<file path="config.mk">
export PLATFORM = sky130hd
export DESIGN_NAME = tmr_ccflags
export DESIGN_NICKNAME = d
export VERILOG_FILES = /design/src/rtl/tmr_pkg.sv /design/src/rtl/tmr_counter.sv /design/src/rtl/tmr_capsync.sv /design/src/rtl/tmr_flag.sv /design/src/rtl/tmr_ccflags.sv
export SDC_FILE = /design/constraint.sdc
export NUM_CORES = 1
export LEC_CHECK = 0
export CAP_MARGIN = 20
export CORE_ASPECT_RATIO = 1.4
export CORE_MARGIN = 2
export CORE_UTILIZATION = 45
export CTS_BUF_LIST = sky130_fd_sc_hd__clkbuf_8
export CTS_CLUSTER_SIZE = 10
export DETAILED_ROUTE_END_ITERATION = 10
export GPL_TIMING_DRIVEN = 0
export PLACE_DENSITY = 0.67
export SYNTH_ARGS = -nofsm -noshare
export SYNTH_HDL_FRONTEND = slang
export SYNTH_SLANG_ARGS = --single-unit
</file>
<file path="constraint.sdc">
create_clock -name clk -period 3.1 [get_ports clk]
set_clock_uncertainty 0.15 [all_clocks]
set_input_delay 0.93 -clock clk [delete_from_list [all_inputs] [get_ports clk]]
set_output_delay 0.93 -clock clk [all_outputs]
set_load 0.01 [all_outputs]
</file>
<file path="src/rtl/tmr_pkg.sv">
package tmr_pkg;
  localparam int NGR  = 4;
  localparam int NFLG = NGR + 1;
  localparam int AW   = 3;

  localparam logic [AW-1:0] ADR_STAT = 3'd0;
  localparam logic [AW-1:0] ADR_CNT  = 3'd1;
  localparam logic [AW-1:0] ADR_MODE = 3'd2;
  localparam logic [AW-1:0] ADR_IEN  = 3'd3;

  // true when the selected edge is seen between two synchronized samples
  function automatic logic edge_seen(input logic prev, input logic cur, input logic fall);
    return fall ? (prev & ~cur) : (~prev & cur);
  endfunction
endpackage

</file>
<file path="src/rtl/tmr_counter.sv">
module tmr_counter #(
  parameter int W = 16
) (
  input  logic         clk,
  input  logic         rst_n,
  input  logic         tick_i,
  input  logic         wr_i,
  input  logic [W-1:0] wdata_i,
  output logic [W-1:0] cnt_o,
  output logic [W-1:0] nxt_o,
  output logic         step_o,
  output logic         wrap_o
);
  logic [W-1:0] cnt_q;

  function automatic logic [W-1:0] incr(input logic [W-1:0] v);
    return v + W'(1);
  endfunction

  assign step_o = tick_i & ~wr_i;
  assign nxt_o  = incr(cnt_q);
  assign wrap_o = step_o & (&cnt_q);
  assign cnt_o  = cnt_q;

  always_ff @(posedge clk or negedge rst_n) begin
    if (!rst_n)      cnt_q <= '0;
    else if (wr_i)   cnt_q <= wdata_i;
    else if (tick_i) cnt_q <= incr(cnt_q);
  end

  AST_CNT_STEP: assert property (@(posedge clk) disable iff (!rst_n)
    step_o |=> cnt_q == $past(cnt_q) + W'(1));
  AST_CNT_LOAD: assert property (@(posedge clk) disable iff (!rst_n)
    wr_i |=> cnt_q == $past(wdata_i));
  AST_WRAP_ZERO: assert property (@(posedge clk) disable iff (!rst_n)
    wrap_o |=> cnt_q == '0);
endmodule

</file>
<file path="src/rtl/tmr_capsync.sv">
module tmr_capsync #(
  parameter int N = 4
) (
  input  logic         clk,
  input  logic         rst_n,
  input  logic [N-1:0] cap_i,
  input  logic [N-1:0] fall_i,
  output logic [N-1:0] evt_o
);
  logic [N-1:0] s1_q, s2_q, s3_q;

  always_ff @(posedge clk or negedge rst_n) begin
    if (!rst_n) begin
      s1_q <= '0;
      s2_q <= '0;
      s3_q <= '0;
    end else begin
      s1_q <= cap_i;
      s2_q <= s1_q;
      s3_q <= s2_q;
    end
  end

  for (genvar i = 0; i < N; i++) begin : g_edge
    assign evt_o[i] = tmr_pkg::edge_seen(s3_q[i], s2_q[i], fall_i[i]);

    AST_EVT_PULSE: assert property (@(posedge clk) disable iff (!rst_n)
      evt_o[i] && $stable(fall_i[i]) |=> !evt_o[i]);
  end
endmodule

</file>
<file path="src/rtl/tmr_flag.sv">
module tmr_flag (
  input  logic clk,
  input  logic rst_n,
  input  logic set_i,
  input  logic aclr_i,
  input  logic rd_i,
  input  logic wr_i,
  input  logic wbit_i,
  output logic q_o
);
  logic q_q, armed_q, wclr;

  assign wclr = wr_i & ~wbit_i & armed_q;
  assign q_o  = q_q;

  always_ff @(posedge clk or negedge rst_n) begin
    if (!rst_n) begin
      q_q     <= 1'b0;
      armed_q <= 1'b0;
    end else begin
      q_q <= set_i | (q_q & ~(aclr_i | wclr));
      if (wr_i)            armed_q <= 1'b0;
      else if (rd_i && q_q) armed_q <= 1'b1;
    end
  end

  AST_SET_WINS: assert property (@(posedge clk) disable iff (!rst_n)
    set_i |=> q_q);
  AST_HOLD_UNARMED: assert property (@(posedge clk) disable iff (!rst_n)
    q_q && !aclr_i && !armed_q |=> q_q);
  AST_NO_SELF_SET: assert property (@(posedge clk) disable iff (!rst_n)
    !q_q && !set_i |=> !q_q);
  AST_DISARM: assert property (@(posedge clk) disable iff (!rst_n)
    wr_i |=> !armed_q);
endmodule

</file>
<file path="src/rtl/tmr_ccflags.sv">
module tmr_ccflags #(
  parameter int CNT_W = 16
) (
  input  logic                     clk,
  input  logic                     rst_n,
  input  logic                     tick_i,
  input  logic [tmr_pkg::NGR-1:0]  cap_i,
  input  logic [tmr_pkg::AW-1:0]   addr_i,
  input  logic                     rd_en_i,
  input  logic                     wr_en_i,
  input  logic [CNT_W-1:0]         wdata_i,
  output logic [CNT_W-1:0]         rdata_o,
  input  logic [tmr_pkg::NGR-1:0]  xfer_ack_i,
  input  logic [tmr_pkg::NGR-1:0]  xfer_keep_i,
  input  logic                     dma_ack_i,
  input  logic                     dma_src_en_i,
  output logic [tmr_pkg::NFLG-1:0] irq_o
);
  import tmr_pkg::*;
  localparam int MW = 2 * NGR;

  logic [CNT_W-1:0] cnt, cnt_nxt;
  logic             step, wrap;
  logic [CNT_W-1:0] gr_q [NGR];
  logic [MW-1:0]    mode_q;
  logic [NFLG-1:0]  ien_q;
  logic [NGR-1:0]   cap_role, fall_sel, sync_evt, cap_evt, cmp_hit;
  logic [NFLG-1:0]  set_vec, aclr_vec, flag_q;
  logic             wr_stat, rd_stat, wr_cnt;
  logic             unused_wbits;

  assign cap_role = mode_q[NGR-1:0];
  assign fall_sel = mode_q[MW-1:NGR];
  assign wr_stat  = wr_en_i && addr_i == ADR_STAT;
  assign rd_stat  = rd_en_i && addr_i == ADR_STAT;
  assign wr_cnt   = wr_en_i && addr_i == ADR_CNT;
  assign unused_wbits = ^wdata_i[CNT_W-1:MW];

  tmr_counter #(.W(CNT_W)) cnt_i (
    .clk(clk), .rst_n(rst_n), .tick_i(tick_i), .wr_i(wr_cnt), .wdata_i(wdata_i),
    .cnt_o(cnt), .nxt_o(cnt_nxt), .step_o(step), .wrap_o(wrap)
  );

  tmr_capsync #(.N(NGR)) sync_i (
    .clk(clk), .rst_n(rst_n), .cap_i(cap_i), .fall_i(fall_sel), .evt_o(sync_evt)
  );

  always_ff @(posedge clk or negedge rst_n) begin
    if (!rst_n) begin
      mode_q <= '0;
      ien_q  <= '0;
    end else if (wr_en_i) begin
      if (addr_i == ADR_MODE) mode_q <= wdata_i[MW-1:0];
      if (addr_i == ADR_IEN)  ien_q  <= wdata_i[NFLG-1:0];
    end
  end

  for (genvar k = 0; k < NGR; k++) begin : g_gr
    logic wr_gr;
    assign wr_gr      = wr_en_i && addr_i[AW-1] && addr_i[AW-2:0] == (AW-1)'(k);
    assign cap_evt[k] = sync_evt[k] & cap_role[k];
    assign cmp_hit[k] = ~cap_role[k] & step & (cnt_nxt == gr_q[k]);
    assign set_vec[k] = cmp_hit[k] | cap_evt[k];
    if (k == 0) begin : g_dma
      assign aclr_vec[k] = (xfer_ack_i[k] & ~xfer_keep_i[k]) | (dma_ack_i & dma_src_en_i);
    end else begin : g_plain
      assign aclr_vec[k] = xfer_ack_i[k] & ~xfer_keep_i[k];
    end

    always_ff @(posedge clk or negedge rst_n) begin
      if (!rst_n)          gr_q[k] <= '0;
      else if (cap_evt[k]) gr_q[k] <= cnt;
      else if (wr_gr)      gr_q[k] <= wdata_i;
    end

    AST_CAP_LOAD: assert property (@(posedge clk) disable iff (!rst_n)
      cap_evt[k] |=> gr_q[k] == $past(cnt));
    AST_CMP_ROLE: assert property (@(posedge clk) disable iff (!rst_n)
      cmp_hit[k] |=> cnt == gr_q[k]);
  end

  assign set_vec[NGR]  = wrap;
  assign aclr_vec[NGR] = 1'b0;

  for (genvar j = 0; j < NFLG; j++) begin : g_flag
    tmr_flag flag_i (
      .clk(clk), .rst_n(rst_n), .set_i(set_vec[j]), .aclr_i(aclr_vec[j]),
      .rd_i(rd_stat), .wr_i(wr_stat), .wbit_i(wdata_i[j]), .q_o(flag_q[j])
    );

    AST_AUTO_CLR: assert property (@(posedge clk) disable iff (!rst_n)
      aclr_vec[j] && !set_vec[j] |=> !flag_q[j]);
    AST_IRQ_MASK: assert property (@(posedge clk) disable iff (!rst_n)
      !ien_q[j] |-> !irq_o[j]);
  end

  assign irq_o = flag_q & ien_q;

  always_comb begin
    rdata_o = '0;
    case (addr_i)
      ADR_STAT: begin
        rdata_o[7:6]      = 2'b11;
        rdata_o[NFLG-1:0] = flag_q;
      end
      ADR_CNT:  rdata_o = cnt;
      ADR_MODE: rdata_o[MW-1:0] = mode_q;
      ADR_IEN:  rdata_o[NFLG-1:0] = ien_q;
      default:  rdata_o = gr_q[addr_i[AW-2:0]];
    endcase
  end
endmodule

</file>
Yosys cells after proc, flatten, opt, wreduce, memory -nomap -nowiden

Cells that the tools add are included.

Logic and storage cells: 178
Register bits: 115
Input bits: 38

Equal/unequal tests: 10
$add $sub $neg: 1
Mux-type cells: 31
Reduce and logical (&&, ||, !) cells: 30
Bitwise gates (word level): 85
Magnitude comparators: 1

Operators with widths:

| cell                                                      | count |
|---|---|
| 2-to-1 mux 16 bit                                         | 12 |
| equality test 16 bit                                      | 4 |
| bitwise AND 1 bit                                         | 42 |
| binary-select mux 16 bit (select 2 bit)                   | 1 |
| inverter 1 bit                                            | 27 |
| one-hot mux 5 bit (4 select lines)                        | 1 |
| nonzero test 2 bit                                        | 10 |
| adder 16 x 1 -> 16 bit (second input constant)            | 1 |
| one-hot mux 8 bit (2 select lines)                        | 1 |
| AND reduction 16 bit                                      | 1 |
| 2-to-1 mux 1 bit                                          | 14 |
| bitwise OR 1 bit                                          | 14 |
| logical AND 1 bit                                         | 13 |
| one-hot mux 2 bit (4 select lines)                        | 1 |
| equality test 3 x 2 -> 1 bit (second input constant)      | 2 |
| bitwise AND 5 bit                                         | 1 |
| equality test 2 bit (second input constant)               | 2 |
| AND reduction 2 bit                                       | 2 |
| equality test 3 x 1 -> 1 bit (second input constant)      | 1 |
| greater-or-equal comparator 3 bit (second input constant) | 1 |
| logical NOT 3 bit                                         | 1 |
| inverter 2 -> 3 bit                                       | 1 |
| one-hot mux 1 bit (3 select lines)                        | 1 |
| OR reduction 3 bit                                        | 1 |
| 3 further kinds                                           | 3 |

Depth between registers and ports, before layout

Gate-level depths: netlist of run 1.

Depth in word-level cells: 8
Mapped depth: 8

Cells and area by module

From an unflattened synthesis of run 1, not the netlist that was laid out.

Cells, all modules: 679
Area, all modules: 6944.2 µm²

Modules (own cells, without submodules):

| module      | times used | sequential area each (µm²) | area each (µm²) | cells each |
|---|---|---|---|---|
| tmr_ccflags | 1          | 1926.8                     | 5033.6          | 480 |
| tmr_counter | 1          | 400.4                      | 1129.8          | 140 |
| tmr_flag    | 5          | 50.0                       | 78.8            | 7 |
| tmr_capsync | 1          | 300.3                      | 386.6           | 24 |

Least setup slack after synthesis of run 1

Ideal clock, no wire load.

Path type: input to output
From: in addr_i[1] (netlist bit)
To: out rdata_o[0]
Data arrival time: 2.287 ns
Slack: -0.267 ns
Stages on the path: 4
Cell sequence: buf_1 > clkbuf_1 > mux4_2 > mux2_2

Cells in the longest elaborated chain, start to end: 5

RTL lines:

| what                                                 | RTL line           | source |
|---|---|---|
| start, declared                                      | tmr_ccflags.sv:8   | `input logic [tmr_pkg::AW-1:0] addr_i,` |
| inverter 2 -> 3 bit (not written as such)            | tmr_ccflags.sv:109 | `default: rdata_o = gr_q[addr_i[AW-2:0]];` |
| binary-select mux 16 bit (select 2 bit)              | tmr_ccflags.sv:109 |  |
| 2-to-1 mux 16 bit (not written as such) (2 in a row) | tmr_ccflags.sv:109 |  |
| one-hot mux 5 bit (4 select lines) (*)               | tmr_ccflags.sv:101 | `case (addr_i)` |
| end, declared                                        | tmr_ccflags.sv:12  | `output logic [CNT_W-1:0] rdata_o,` |

Mark *: on every way between the ends. The rest lies on a longest branch, timed or not. The select of a mux whose other input is x is not followed.

Worst setup path after layout of run 1

From: in addr_i[0] (netlist bit)
To: out rdata_o[3]

The elaborated chain is that of the path after synthesis.

==> run_results.csv, run 1 <==
group,metric,value,unit
run_status,status,"complete, but fails checks",
run_status,violations,"DRC, setup timing",
drt,vias,6568,
setup_path,r2r_start,"cnt_i.cnt_o[0]",
sta,finalCriticalPeriod,3.279,ns
global_routing,grt_max_degree,84,
setup_path,worstSetupPathType,"primary input to primary output",
yosys,ys_types,60,
layout,fill_cells,1464,
sta,slew_headroom,0.3198,
pwr,leakage,0.003935,uW
global_routing,grt_pass1_vias,6445,
layout,stdcell_area,9144,um^2
drt,wl_per_cell,24.21,um
layout,areaGrowthSynthToFinish,22.35,%
layout,layout_commonest_cell,"dfrtp_1",
place,place_congestion,0.9762,
setup_path,crit_chain,"clkbuf_16 -> buf_12 -> buf_8 -> mux4_2 -> mux2_4 -> buf_6",
yosys,yosys_register_bits,115,
setup_path,cpPeakStageDelay,0.48,ns
drt,drt_iter0_drc,578,
yosys,netlist_area,7473,um^2
flow_run,drv_cap,0,
sta,tns,-1.526,ns
layout,final_nets,896,
die,die_w,112.9,um
drt,drc,4,
global_routing,grt_use_total,0.3023,
die,rows,55,
sta,period_share,1.058,
setup_path,slowest_stage,"mux4_2",
setup_path,cp.arrival,2.20,ns
yosys,async_flop_share,1.000,
yosys,syn_avg_cell_area,9.744,um^2
layout,multi_input_area,4367,um^2
sta,fmax,304.9,MHz
pwr,ir_drop,0.3417,mV
yosys,synth_top_area_frac,0.3851,
yosys,yosysTopAreaCell,"dfrtp_1",
yosys,ys_top_cells_by_area,"dfrtp_1 39%, mux2i_1 8.8%, mux4_2 6.3%",
sta,finalSetupViolCount,15,
layout,drive_gt1_frac,0.1772,
clock_network,cts_sinks,115,
die,die_y,156.5,um
global_routing,grt_pass1_wl,39240,um
place,dp_hpwl,18350,um
yosys,synthCells,767,
yosys,yosysWarnings,0,
die,ioPinCount,59,
setup_path,critPathLaunch,"addr_i[0]",
layout,final_cell_mix,"115 x dfrtp_1, 87 x nor2_1, 83 x a21oi_1",
clock_network,cts_tree,"built",
die,die_area,17670,um^2
sta,hold_viol,0,
clock_network,htreeDepth,4,
drt,viasPerCell,6.150,
die,initial_utilization,0.4602,
setup_path,cp-start-kind,"primary input",
drt,ant_nets,0,
layout,n_antenna_cell,0,
clock_network,cts_hold_buf,0,
sta,worstMarginPinSlew,1.020,ns
hold_path,worst_hold_path_type,"primary input to async pin",
sta,grt_setup_unrepaired,"true",
sta,setup_slack,-0.1794,ns
yosys,synth_edf_count,0,
pwr,p_per_area,849.7,nW/um^2
place,place_area,8328,um^2
setup_path,cp_data_required_time,2.02,ns
clock_network,cts-root-buf,"clkbuf_8",
setup_path,worstPathMaxFanout,6,
global_routing,overflow,0,
clock_network,insertion_delay,0.46,ns
clock_network,clkTransAtPathRegs,0.07,ns
yosys,yosysSeqAreaShare,0.3851,
drt,drt_wl_total,25860,um
layout,register_area,2878,um^2
sta,hold_ws,0.1971,ns
global_routing,antenna_found_initial,1,
yosys,synth_nets,806,
sta,final_max_slew_viol_count,0,
place,numPortBuffers,55,
drt,first_pass_iters,9,
clock_network,cts_buffers,17,
die,fp.coreArea,16240,um^2
yosys,yosys_most_used_dff,"dfrtp_1",
clock_network,clockBufferDepth,2,
layout,final_cells,1068,
place,placed_cells_incl_taps,1023,
setup_path,cp-end-kind,"primary output",
==> flip-flops by register name, summed over array words and instances, names as in the netlist <==
signal                 cells
gr_q                      64
sync_i.s3_q                4
sync_i.s1_q                4
mode_q                     8
g_flag.flag_i.armed_q      5
sync_i.s2_q                4
ien_q                      5
g_flag.flag_i.q_o          5
cnt_i.cnt_o               16
==> path summary, 6_finish.rpt <==
path,slack (ns),depth (start not counted),to
max in group asynchronous,1.86,2,gr_q[45]
setup / recovery,-0.18,6,rdata_o[3]
setup reg to reg,0.09,8,g_flag[2].flag_i.q_o
hold / removal,0.20,1,sync_i.s1_q[1]
min in group clk,0.20,0,sync_i.s2_q[0]
hold reg to reg,0.20,0,sync_i.s2_q[0]
==> synthesized netlist by cell type, types with 3 or more instances <==
| master | n |
|---|---|
| a21oi_1 | 83 |
| a22o_1 | 8 |
| a32oi_1 | 4 |
| and2_1 | 5 |
| and3_1 | 4 |
| buf_1 | 7 |
| buf_2 | 15 |
| buf_4 | 3 |
| buf_6 | 3 |
| clkbuf_1 | 33 |
| dfrtp_1 | 115 |
| inv_1 | 10 |
| mux2_2 | 17 |
| mux2i_1 | 66 |
| mux4_2 | 21 |
| nand2_1 | 54 |
| nand2b_1 | 8 |
| nand3_1 | 11 |
| nand3b_1 | 7 |
| nand4_1 | 13 |
| nor2_1 | 88 |
| nor2b_1 | 4 |
| nor3_1 | 11 |
| nor4_1 | 4 |
| o21ai_0 | 33 |
| o31ai_1 | 5 |
| or4_1 | 5 |
| xnor2_1 | 48 |
| xnor3_1 | 5 |
| xor2_1 | 34 |
==> power breakdown <==
group,switching (uW),total (uW),internal (uW)
logic,1810,3480,1680
clock network,641,1590,951
registers,633,2690,2060
total,3080,7770,4690
==> layer usage <==
metal | wire [um] | vias to the layer above | track usage | part of all wire
met5 | 13 | - | 0 | 0.00050
met3 | 1483 | 101 | 0.05500 | 0.057
met1 | 10030 | 3262 | 0.3637 | 0.39
met2 | 12720 | 288 | 0.5037 | 0.49
met4 | 1619 | 2 | 0.1841 | 0.063
li1 | - | 2915 | - | -
==> cell type report <==
type                    count  share of cell area
clock buffers              21             0.03161
flip-flops and latches    115              0.3147
inverters                  10            0.004105
repair buffers             72             0.08073
multi-input cells         581              0.4776
plain buffers              60             0.04721
well taps                 199             0.02723
clock inverters            10             0.01683
==> cells by family (layout without fill, tap and decap cells) <==
| logic type | count (synthesis) | count (layout) | share of synthesized area |
|---|---|---|---|
| buf+inv | 71 | 173 | 0.04269 |
| fa+ha+maj | 1 | 1 | 0.001674 |
| xor+xnor | 88 | 88 | 0.1133 |
| compound gates | 154 | 154 | 0.1195 |
| flops | 115 | 115 | 0.3851 |
| simple gates | 234 | 234 | 0.1604 |
| mux | 104 | 104 | 0.1773 |
==> stage by stage <==
stage                     worst slack [ns]  utilization  power [uW]
after floorplan                   0.003151            -        4936
after global placement              -3.754       0.5106        5998
after detailed placement            -1.420       0.5128        6060
after CTS                          -0.1820       0.5571        7670
after global routing               -0.2085       0.5630        8180
final                              -0.1794       0.5630        7769
==> what timing repair did <==
action,4_1_cts,5_1_grt
cloned,3,0
setup buffers,10,2
pin swaps,3,2
resized for setup,108,27
setup endpoints to repair,30,30
==> critical path, delay by kind of cell <==
family / cells / cell delay [ns]
buffers and inverters: 4 / 0.51
muxes: 2 / 0.76
Power figures use the tool's default switching activity.
==> inputs of run 2 (changes only) <==
--- a/config.mk
+++ b/config.mk
@@ -14,6 +14,7 @@
 export DETAILED_ROUTE_END_ITERATION = 10
 export GPL_TIMING_DRIVEN = 0
 export PLACE_DENSITY = 0.67
+export SLEW_MARGIN = 20
 export SYNTH_ARGS = -nofsm -noshare
 export SYNTH_HDL_FRONTEND = slang
 export SYNTH_SLANG_ARGS = --single-unit
==> run_results.csv, run 2 (synthesis results as in run 1) <==
group,metric,value,unit
layout,fill_cells,1439,
layout,layout_commonest_cell,"dfrtp_1",
place,dp_hpwl,18330,um
layout,n_antenna_cell,0,
sta,period_share,1.036,
setup_path,r2r_slack,0.06,ns
clock_network,clockBufferDepth,2,
clock_network,cts_buffers,17,
clock_network,cts_hold_buf,0,
sta,fmax,311.4,MHz
setup_path,r2r_start,"cnt_i.cnt_o[0]",
drt,first_pass_iters,10,
setup_path,cp_data_required_time,2.02,ns
drt,ant_nets,0,
global_routing,grt_max_degree,64,
die,initial_utilization,0.4602,
pwr,ir_drop,0.3492,mV
global_routing,grt_use_total,0.2994,
pwr,intPower,4817,uW
setup_path,ff2ff_path_depth,8,
sta,slew_headroom,0.2948,
global_routing,antenna_found_initial,0,
sta,final_max_slew_viol_count,0,
die,die_w,112.9,um
setup_path,critPathBufInv,3,
pwr,p_per_area,863.5,nW/um^2
pwr,pwr-share-comb,0.441,
clock_network,insertion_delay,0.46,ns
setup_path,cp.arrival,2.13,ns
sta,tns,-0.8848,ns
setup_path,crit_family,"multiplexers",
setup_path,path_depth,5,
clock_network,htreeDepth,4,
layout,largest_reg_flops,64,
sta,worstMarginPinSlew,1.058,ns
sta,hold_viol,0,
pwr,pwr-share-seq,0.339,
layout,final_nets,896,
drt,drt_iter0_drc,594,
setup_path,crit_path_end,"rdata_o[4]",
flow_run,drv_cap,0,
clock_network,cts_tree,"built",
setup_path,cp-start-kind,"primary input",
clock_network,cts_sinks,115,
setup_path,reg2reg_to,"g_flag[3].flag_i.q_o",
die,die_y,156.5,um
global_routing,grt_pass1_vias,6499,
sta,finalSetupViolCount,15,
global_routing,overflow,0,
layout,top_register,"gr_q",
clock_network,clkTransAtPathRegs,0.07,ns
run_status,violations,"DRC, setup timing",
sta,setup_slack,-0.1116,ns
pwr,p_sw,3144,uW
layout,post-route-util,0.5677,
setup_path,crit_chain,"clkbuf_16 -> buf_12 -> mux4_2 -> mux2_4 -> buf_6",
drt,drt_wl_total,25780,um
clock_network,cts-root-buf,"clkbuf_8",
setup_path,cpPeakStageDelay,0.52,ns
die,ioPinCount,59,
pwr,switching_share,0.3949,
sta,finalCriticalPeriod,3.212,ns
setup_path,critPathLaunch,"addr_i[0]",
drt,viasPerCell,6.129,
drt,vias,6552,
layout,drive_gt1_frac,0.1805,
sta,grt_setup_unrepaired,"true",
setup_path,worstPathMaxFanout,6,
layout,areaGrowthSynthToFinish,23.37,%
place,place_congestion,0.9762,
die,rows,55,
global_routing,grt_pass1_wl,39120,um
place,numPortBuffers,55,
die,fp.coreArea,16240,um^2
pwr,pwr-share-clk,0.220,
layout,final_cell_mix,"115 x dfrtp_1, 86 x nor2_1, 83 x a21oi_1",
setup_path,slowest_stage,"mux4_2",
run_status,status,"complete, but fails checks",
pwr,leakage,0.003962,uW
hold_path,worst_hold_path_type,"register to register",
drt,wl_per_cell,24.11,um
drt,drc,4,
die,die_area,17670,um^2
setup_path,cp-end-kind,"primary output",
setup_path,worstSetupPathType,"primary input to primary output",
run 2: cell count changes in the layout (fill, tap and decap cells not counted), moves of 2 or more:
cell,change
buf_6,+2
clkinvlp_4,+2
bufinv_16,+2
clkinv_2,-4
buf_12,+2
buf_4,-2
clkbuf_4,-2
buf_2,+2
run 2: through the flow:
stage | worst slack (ns) | cell area [um^2] | total power (uW) | hold WS (ns) | cells
2_1_floorplan | 0.003151 | 7492 | 4936 | 0.1812 | 767
3_3_place_gp | -3.754 | 8292 | 5998 | 0.1831 | 1021
3_5_place_dp | -1.418 | 8329 | 6057 | 0.1856 | 1022
4_1_cts | -0.1551 | 9145 | 7865 | 0.2014 | 1067
5_1_grt | -0.1414 | 9220 | 8359 | 0.2115 | 1069
6_report | -0.1116 | 9220 | 7961 | 0.1989 | 1069
run 2: power groups by stage:
| stage | combinational (uW) | sequential, uW | clock, uW |
|---|---|---|---|
| after detailed placement | 3360 | 2700 | 0 |
| final | 3510 | 2700 | 1760 |
| after CTS | 3420 | 2680 | 1770 |
| after floorplan | 2450 | 2490 | 0 |
| after global routing | 3770 | 2750 | 1830 |
| after global placement | 3320 | 2670 | 0 |
run 2: worst reg2reg max path: stages, from the launching register on:
cell and delay [ns]:
dfrtp_1 0.47, ha_1 0.32, nand3_2 0.15, buf_6 0.19
nor4_2 0.38, xnor2_2 0.22, xnor2_1 0.13, or4_1 0.57
o31ai_2 0.35
run 2: timing repair:
action / 4_1_cts / 5_1_grt
pin swaps: 4 / 4
setup buffers: 11 / 4
gates cloned: 3 / 0
setup endpoints to repair: 30 / 20
gates resized for setup: 122 / 19
run 2: layer usage:
metal / global-route usage / routed length [um] / up-vias
li1: - / - / 2925
met1: 0.3603 / 9633 / 3243
met2: 0.5086 / 12940 / 291
met3: 0.04802 / 1735 / 93
met4: 0.1719 / 1465 / 0
met5: 0 / 0 / -
run 2: layout make-up:
cell class / instances / area (um^2) / area share
repair buffers: 73 / 753.2 / 0.08169
multi-input cells: 581 / 4389 / 0.4760
clock inverters: 13 / 230.2 / 0.02497
well taps: 199 / 249.0 / 0.02701
clock buffers: 19 / 261.5 / 0.02836
plain buffers: 59 / 421.7 / 0.04573
flip-flops and latches: 115 / 2878 / 0.3121
inverters: 10 / 37.54 / 0.004071
run 2: worst min-delay path by stage:
stage	start	endpoint	slack, ns	cells after the start
4_1_cts	sync_i.s1_q[1]	sync_i.s2_q[1]	0.20	0
6_report	sync_i.s1_q[1]	sync_i.s2_q[1]	0.20	0
3_5_place_dp	sync_i.s1_q[1]	sync_i.s2_q[1]	0.19	0
3_3_place_gp	sync_i.s1_q[0]	sync_i.s2_q[0]	0.18	0
2_1_floorplan	sync_i.s1_q[0]	sync_i.s2_q[0]	0.18	0
5_1_grt	sync_i.s1_q[2]	sync_i.s2_q[2]	0.21	0
==> inputs of run 3 (changes only) <==
--- a/config.mk
+++ b/config.mk
@@ -14,7 +14,7 @@
 export DETAILED_ROUTE_END_ITERATION = 10
 export GPL_TIMING_DRIVEN = 0
 export PLACE_DENSITY = 0.67
-export SLEW_MARGIN = 20
+export SETUP_SLACK_MARGIN = 0.5
 export SYNTH_ARGS = -nofsm -noshare
 export SYNTH_HDL_FRONTEND = slang
 export SYNTH_SLANG_ARGS = --single-unit
==> run_results.csv, run 3 (synthesis results as in run 1) <==
group,metric,value,unit
setup_path,ff2ff_path_depth,10,
die,rows,55,
clock_network,cts_tree,"built",
pwr,power,8328,uW
setup_path,crit_family,"multiplexers",
sta,period_share,1.062,
setup_path,cpPeakStageDelay,0.49,ns
setup_path,path_depth,6,
layout,final_cell_mix,"113 x dfrtp_1, 86 x nor2_1, 82 x a21oi_1",
drt,viasPerCell,6.136,
layout,layout_commonest_cell,"dfrtp_1",
sta,finalSetupViolCount,16,
clock_network,clockBufferDepth,2,
run_status,status,"complete, but fails checks",
setup_path,cp_data_required_time,2.02,ns
clock_network,cts-root-buf,"clkbuf_8",
sta,fmax,303.7,MHz
sta,hold_ws,0.1993,ns
die,initial_utilization,0.4602,
die,die_y,156.5,um
setup_path,critPathBufInv,4,
place,dp_hpwl,18750,um
setup_path,worstSetupPathType,"primary input to primary output",
drt,ant_nets,0,
drt,drc,4,
layout,register_area,2880,um^2
layout,n_antenna_cell,0,
drt,drt_iter0_drc,551,
hold_path,holdPathStages,0,
global_routing,antenna_found_initial,0,
sta,tns,-1.922,ns
setup_path,worstPathMaxFanout,7,
setup_path,cp-end-kind,"primary output",
sta,final_max_slew_viol_count,0,
drt,drt_wl_total,27880,um
layout,drive_gt1_frac,0.2643,
global_routing,grt_use_total,0.3186,
flow_run,drv_cap,0,
layout,top_register,"gr_q",
sta,grt_setup_unrepaired,"true",
clock_network,clkTransAtPathRegs,0.07,ns
clock_network,cts_buffers,17,
layout,areaGrowthSynthToFinish,32.91,%
pwr,p_per_area,838.4,nW/um^2
sta,finalCriticalPeriod,3.293,ns
sta,slew_headroom,0.3430,
sta,worstMarginPinSlew,0.9855,ns
pwr,ir_drop,0.3461,mV
place,numPortBuffers,55,
setup_path,slowest_stage,"mux4_2",
die,die_area,17670,um^2
die,ioPinCount,59,
layout,largest_reg_flops,64,
drt,first_pass_iters,8,
place,place_congestion,0.9822,
pwr,leakage,0.004358,uW
clock_network,insertion_delay,0.47,ns
layout,fill_cells,1346,
hold_path,worst_hold_path_type,"register to register",
layout,multi_input_area,4673,um^2
global_routing,grt_pass1_wl,41130,um
drt,wl_per_cell,25.09,um
die,fp.coreArea,16240,um^2
setup_path,cp.arrival,2.21,ns
global_routing,overflow,0,
clock_network,cts_sinks,115,
global_routing,grt_max_degree,73,
global_routing,grt_pass1_vias,6699,
die,die_w,112.9,um
sta,hold_viol,0,
setup_path,crit_chain,"clkbuf_16 -> buf_12 -> buf_8 -> mux4_2 -> mux2_4 -> buf_6",
run_status,violations,"DRC, setup timing",
drt,vias,6817,
setup_path,cp-start-kind,"primary input",
layout,final_nets,938,
sta,setup_slack,-0.1930,ns
clock_network,htreeDepth,4,
run 3: where the power goes:
group,internal (uW),total (uW),switching [uW]
combinational,1940,3980,2030
sequential,2060,2690,632
clock,965,1660,695
run 3: routing by layer:
| layer | track usage | routed length [um] |
|---|---|---|
| met1 | 0.3725 | 10230 |
| met2 | 0.5462 | 14070 |
| met3 | 0.05809 | 1819 |
| met4 | 0.1876 | 1762 |
| met5 | 0 | 0 |
run 3: stage by stage:
| stage | instance area [um^2] | cells | util | setup slack, ns |
|---|---|---|---|---|
| detailed placement | 8414 | 1023 | 0.5181 | -1.385 |
| CTS | 9588 | 1088 | 0.5904 | -0.1839 |
| global placement | 8378 | 1021 | 0.5159 | -3.784 |
| global route | 9933 | 1111 | 0.6116 | -0.2031 |
| floorplan | 7579 | 767 | - | 0.04890 |
| finish | 9933 | 1111 | 0.6116 | -0.1930 |
run 3: repair_timing:
item,4_1_cts,5_1_grt
endpoints found under the setup margin,85,32
pin swaps,30,16
cloned,1,2
setup buffers,32,21
gates resized for setup,177,26
hold buffers,0,0
run 3: worst register-to-register path, stage by stage, from the launching register on:
cell       delay, ns
dfrtp_2         0.41
buf_6           0.13
buf_6           0.11
ha_4            0.26
buf_8           0.12
xnor2_2         0.11
nand2_2         0.11
a2111o_1        0.43
a2111oi_2       0.29
nand4_1         0.20
o31ai_4         0.28
run 3: path summary, 6_finish.rpt:
check,start,endpoint,slack (ns)
max,addr_i[0],rdata_o[1],-0.19
min,sync_i.s1_q[2],sync_i.s2_q[2],0.20
max reg2reg,cnt_i.cnt_o[0],g_flag[3].flag_i.q_o,0.40
min reg2reg,sync_i.s1_q[2],sync_i.s2_q[2],0.20
max in group asynchronous,rst_n,sync_i.s3_q[2],1.85
min in group asynchronous,rst_n,gr_q[46],0.22
run 3: cell type report:
class                   count  area share
plain buffers              61     0.05001
clock buffers              21     0.02910
clock inverters            11     0.01738
inverters                  10    0.003779
multi-input cells         581      0.4705
flip-flops and latches    115      0.2900
well taps                 199     0.02507
repair buffers            113      0.1142
